**src/rtl/strap_pkg.sv**
```systemverilog
package strap_pkg;

    localparam int PIN_COUNT = 5;
    localparam int CODE_W    = 4;

    typedef enum logic [1:0] {
        PH_OFF    = 2'b00,
        PH_WINDOW = 2'b01,
        PH_RUN    = 2'b10
    } phase_t;

    typedef enum logic [1:0] {
        SPR_NONE = 2'b00,
        SPR_QTR  = 2'b01,
        SPR_HALF = 2'b10
    } spread_t;

    // Spread setting for a frequency-select code
    function automatic spread_t spread_of(input logic [CODE_W-1:0] code);
        spread_t s;
        if (!code[3])
            s = SPR_NONE;
        else if (code[2:1] == 2'b11)
            s = SPR_NONE;
        else if (code[2:1] == 2'b00)
            s = SPR_QTR;
        else
            s = SPR_HALF;
        return s;
    endfunction

    // Mode index counts down from the all-ones code
    function automatic logic [CODE_W-1:0] mode_of(input logic [CODE_W-1:0] code);
        return ~code;
    endfunction

endpackage

```
**src/rtl/strap_sync.sv**
```systemverilog
module strap_sync #(
    parameter int WIDTH = 5
) (
    input  logic             clk,
    input  logic             rst,
    input  logic [WIDTH-1:0] d,
    output logic [WIDTH-1:0] q
);
    for (genvar i = 0; i < WIDTH; i++) begin : g_bit
        logic meta, stable;
        always_ff @(posedge clk) begin
            if (rst) begin
                meta   <= 1'b0;
                stable <= 1'b0;
            end else begin
                meta   <= d[i];
                stable <= meta;
            end
        end
        assign q[i] = stable;
    end
endmodule

```
**src/rtl/strap_window_seq.sv**
```systemverilog
module strap_window_seq
    import strap_pkg::*;
#(
    parameter int WIN_CYCLES = 100000,
    parameter int WIDTH      = 5
) (
    input  logic             clk,
    input  logic             rst,
    input  logic             supply_ok,
    input  logic [WIDTH-1:0] pins_sync,
    output logic [WIDTH-1:0] oe,
    output logic [WIDTH-1:0] cfg,
    output logic             done
);
    localparam int CNT_W = (WIN_CYCLES > 1) ? $clog2(WIN_CYCLES) : 1;
    localparam logic [CNT_W-1:0] LAST = CNT_W'(WIN_CYCLES - 1);

    phase_t           phase;
    logic [CNT_W-1:0] cnt;

    always_ff @(posedge clk) begin
        if (rst || !supply_ok) begin
            phase <= PH_OFF;
            cnt   <= '0;
            oe    <= '0;
            cfg   <= '0;
            done  <= 1'b0;
        end else begin
            unique case (phase)
                PH_OFF: begin
                    phase <= PH_WINDOW;
                    cnt   <= '0;
                end
                PH_WINDOW: begin
                    if (cnt == LAST) begin
                        cfg   <= pins_sync;
                        oe    <= '1;
                        done  <= 1'b1;
                        phase <= PH_RUN;
                    end else begin
                        cnt <= cnt + 1'b1;
                    end
                end
                PH_RUN: ;
                default: phase <= PH_OFF;
            endcase
        end
    end

    AST_WINDOW_HIZ: assert property (@(posedge clk) disable iff (rst)
        (phase != PH_RUN) |-> (oe == '0)) else $error("drivers on before capture");

    AST_CNT_BOUND: assert property (@(posedge clk) disable iff (rst)
        (cnt <= LAST)) else $error("window counter overrun");

    AST_DONE_WITH_OE: assert property (@(posedge clk) disable iff (rst)
        $rose(done) |-> (&oe)) else $error("done without drivers");

    AST_CFG_FROZEN: assert property (@(posedge clk) disable iff (rst)
        (done && $past(done)) |-> $stable(cfg)) else $error("capture changed after done");

    AST_SUPPLY_DROP: assert property (@(posedge clk) disable iff (rst)
        !supply_ok |=> (!done && oe == '0 && cfg == '0)) else $error("supply drop not honoured");
endmodule

```
**src/rtl/strap_decode.sv**
```systemverilog
module strap_decode
    import strap_pkg::*;
(
    input  logic [CODE_W-1:0] code,
    output logic [CODE_W-1:0] mode_idx,
    output logic [1:0]        spread
);
    always_comb begin
        mode_idx = mode_of(code);
        spread   = spread_of(code);
        AST_SPREAD_LEGAL: assert (spread != 2'b11) else $error("illegal spread");
    end
endmodule

```
**src/rtl/strap_capture.sv**
```systemverilog
module strap_capture
    import strap_pkg::*;
#(
    parameter int WIN_CYCLES = 100000
) (
    input  logic                 clk,
    input  logic                 rst,
    input  logic                 supply_ok,
    input  logic [PIN_COUNT-1:0] pin_in,
    output logic [PIN_COUNT-1:0] pin_oe,
    output logic [PIN_COUNT-1:0] cfg_bits,
    output logic                 done,
    output logic [CODE_W-1:0]    mode_idx,
    output logic [1:0]           spread
);
    logic [PIN_COUNT-1:0] pins_sync;

    strap_sync #(.WIDTH(PIN_COUNT)) u_sync (
        .clk (clk),
        .rst (rst),
        .d   (pin_in),
        .q   (pins_sync)
    );

    strap_window_seq #(.WIN_CYCLES(WIN_CYCLES), .WIDTH(PIN_COUNT)) u_seq (
        .clk       (clk),
        .rst       (rst),
        .supply_ok (supply_ok),
        .pins_sync (pins_sync),
        .oe        (pin_oe),
        .cfg       (cfg_bits),
        .done      (done)
    );

    // The fifth pin is outside the frequency-select code
    strap_decode u_dec (
        .code     (cfg_bits[CODE_W-1:0]),
        .mode_idx (mode_idx),
        .spread   (spread)
    );
endmodule

```
**config.mk**
```make
export PLATFORM = sky130hd
export DESIGN_NAME = strap_capture
export DESIGN_NICKNAME = d
export VERILOG_FILES = /design/src/rtl/strap_pkg.sv /design/src/rtl/strap_sync.sv /design/src/rtl/strap_window_seq.sv /design/src/rtl/strap_decode.sv /design/src/rtl/strap_capture.sv
export SDC_FILE = /design/constraint.sdc
export NUM_CORES = 1
export LEC_CHECK = 0
export BUFFER_PORTS_ARGS = -buffer_cell sky130_fd_sc_hd__buf_2
export CAP_MARGIN = 10
export CORE_MARGIN = 3
export CORE_UTILIZATION = 50
export CTS_CLUSTER_DIAMETER = 40
export CTS_CLUSTER_SIZE = 30
export DETAILED_ROUTE_END_ITERATION = 16
export GPL_TIMING_DRIVEN = 1
export MAX_ROUTING_LAYER = met4
export PLACE_DENSITY = 0.71
export SYNTH_ARGS = -nofsm -noshare
export SYNTH_HDL_FRONTEND = slang
export SYNTH_SLANG_ARGS = --single-unit
export TNS_END_PERCENT = 10
```
**constraint.sdc**
```tcl
create_clock -name clk -period 2.2 [get_ports clk]
set_input_delay 0.11 -clock clk [delete_from_list [all_inputs] [get_ports clk]]
set_output_delay 0.11 -clock clk [all_outputs]
set_load 0.01 [all_outputs]
```
==> impl_metrics.yaml <==
yosys:
  synth_fa_ha_area_share_pct: 1.45
  yosysWarnings: 0
  muxShareOfSynthArea_pct: 1.16
  ys_seq_area_share_pct: 40.7
  syn_nets: 207
  synth_top_family_by_area: "simple AND/OR/NAND/NOR gates"
  async_reset_ff_share_pct: 0
  synth-simple-area-share_pct: 29.1
  yosys_register_bits: 35
  syn_area_um2: 1720
  ys_top_cells_by_area: "dfxtp_1 (41%), nor2b_1 (4.4%), nand2_1 (4.1%), nand3_1 (3.8%), o21ai_0 (3.8%)"
  synth-main-ff-cell: "dfxtp_1"
  synth_most_common_cell: "dfxtp_1"
  yosys.area.top_type_share_pct: 40.7
  yosysUniqueCellTypes: 42
  synth_compound_area_share_pct: 17.9
  synth_cells: 197
  yosys.area_share.xor_xnor_pct: 0
  synth.avg_cell_area_um2: 8.75
  synth_edf_count: 0
  yosys.area.top_type: "dfxtp_1"
  synth_common_cells: "dfxtp_1 (35), nand2_1 (19), nand3_1 (13), o21ai_0 (13), nor2b_1 (12)"
final_layout:
  antenna_cells: 0
  design_area_um2: 1910
  drive_gt1_share_pct: 22.1
  nets: 231
  area_growth_pct: 10.9
grt:
  grt_usage_pct: 19.7
  grt_overflow: 0
  grt_pass1_wl_um: 6350
  grt_max_degree: 23
  antenna_found_initial: 0
  first_global_vias: 1354
run:
  drv_cap: 0
sta:
  skew_ns: 0.00712
  worstMarginPinSlew_ns: 0.418
  hold_violations: 0
  rsz0062_at_grt: "false"
  hold_ws_ns: 0.0473
  slew_viol_final: 0
  slew_headroom_pct: 71.4
  period_share_pct: 87.8
  fmax_ghz: 0.517
  setup_tns_ns: 0
  setup_viol: 0
  fin_crit_ns: 1.93
floorplanning:
  die_y_um: 64.7
  design.core.area_um2: 3180
  dieArea_um2: 4190
  ios: 25
  rows: 20
  start_util_pct: 54.2
  die_width_um: 64.7
worst_hold_path:
  hold_path_class: "in -> reg"
drt:
  detail-route-antenna-nets: 0
  vias: 1557
  dr.pass1.iters: 4
  via_per_inst: 5.85
  drc: 0
  wl_per_cell_um: 14.2
  drt_iter0_drc: 113
  wirelength_um: 3770
setup_path:
  slowest_delay_ns: 0.56
  worstSetupEndpointType: "register"
  startpoint_type: "register"
  cp.arrival_ns: 2.17
  cp_max_fo: 8
  crit_slowest_cell: "or4_4"
  crit_required_ns: 2.44
  path_cells: "or4_4 -> nor4_4 -> buf_4 -> mux2i_1 -> o21ai_0"
  worst-setup-path-type: "reg -> reg"
placement:
  placed_area_um2: 1800
  routabilityCongestion: 0.903
  io_buffers: 24
  dpl.hpwl_um: 2590
clock_tree:
  cts-root-buf: "clkbuf_4"
  cts_htree_levels: 2
  cts_tree: "yes"
  clk_transition_reported_paths_ns: 0.11
  cts_sinks: 35
  cts_buffer_depth: 2
  numCtsBuffers: 5
  clk_latency_ns: 0.35
power_and_ir_drop:
  vdd_ir_drop_max_mv: 0.355
  p_leak_nw: 0.648
  cellPowerDensity_nw_per_um2: 548
  finalPower_mw: 1.05
outcome:
  status: "finished, final reports clean"
per-stage QoR:
step,utilization [%],setup WS (ns),cells
finish,60.1,0.267,266
global route,60.1,0.158,266
CTS,60.1,0.269,266
detailed placement,56.7,0.281,253
global placement,56.7,0.361,253
floorplan,-,0.451,197
flip-flops by register name (all words and copies together), names as in the netlist:
register and count:
u_seq.cnt 17, u_seq.cfg 5, u_sync.g_bit.meta 5, u_sync.g_bit.stable 5
u_seq.phase 2, u_seq.oe 1
per-layer routing:
layer	global-route usage (%)	wire [um]	vias up	share of wire, %
met1	25.1	1740	732	46
met3	5.20	190	9	5.0
li1	-	-	767	-
met5	-	0	-	0
met2	29.6	1770	49	47
met4	8.18	69	0	1.8
logic make-up after synthesis:
group	after synthesis
multiplexers	2
AND/OR/NAND/NOR	85
AO/OA/AOI/OAI	48
flip-flops	35
adder cells (fa/ha/maj)	2
buffers and inverters	25
cell usage in the layout, fill, tap and decap left out, types with 6 or more instances in the layout:
cell,synthesis,final
buf_2,2,24
buf_4,6,6
a21oi_1,11,11
nor2b_1,12,12
o21ai_0,13,13
nor2_1,7,7
inv_1,7,7
a31oi_1,8,8
dfxtp_1,35,35
nand2_1,19,19
nand3_1,13,13
or4_1,7,7
worst max-delay path, delay by kind of cell (launching register included):
kind,cells,cell delay (ns)
compound gates,1,0.10
buf+inv,1,0.21
flops,1,0.38
mux,1,0.20
simple gates,2,0.95
cell type report:
type                    instances  area (um^2)
fillers                       299         1270
multi-input cells             137          856
flip-flops and latches         35          701
repair buffers                 35          215
well taps                      44         55.1
clock buffers                   5         37.5
inverters                       7         26.3
clock inverters                 3         20.0
worst paths after layout:
check,start,end,slack (ns),depth (start not counted)
setup / recovery,u_seq.cnt[6],u_seq.cnt[1],0.27,5
hold / removal,rst,u_sync.g_bit[4].stable,0.05,2
setup reg to reg,u_seq.cnt[6],u_seq.cnt[1],0.27,5
hold reg to reg,u_sync.g_bit[3].meta,u_sync.g_bit[3].stable,0.45,1
power breakdown:
group / internal (mW) / switching [mW] / total [mW]
combinational: 0.0232 / 0.0310 / 0.0542
clock: 0.122 / 0.224 / 0.346
sequential: 0.643 / 0.00322 / 0.647
repair_timing:
item / CTS / global route
hold buffers: 5 / 0
buffers inserted: 0 / 0
endpoints found under the hold margin: 5 / 0
resized for setup: 0 / 0
Note: power is estimated with default switching activity, not from simulation.
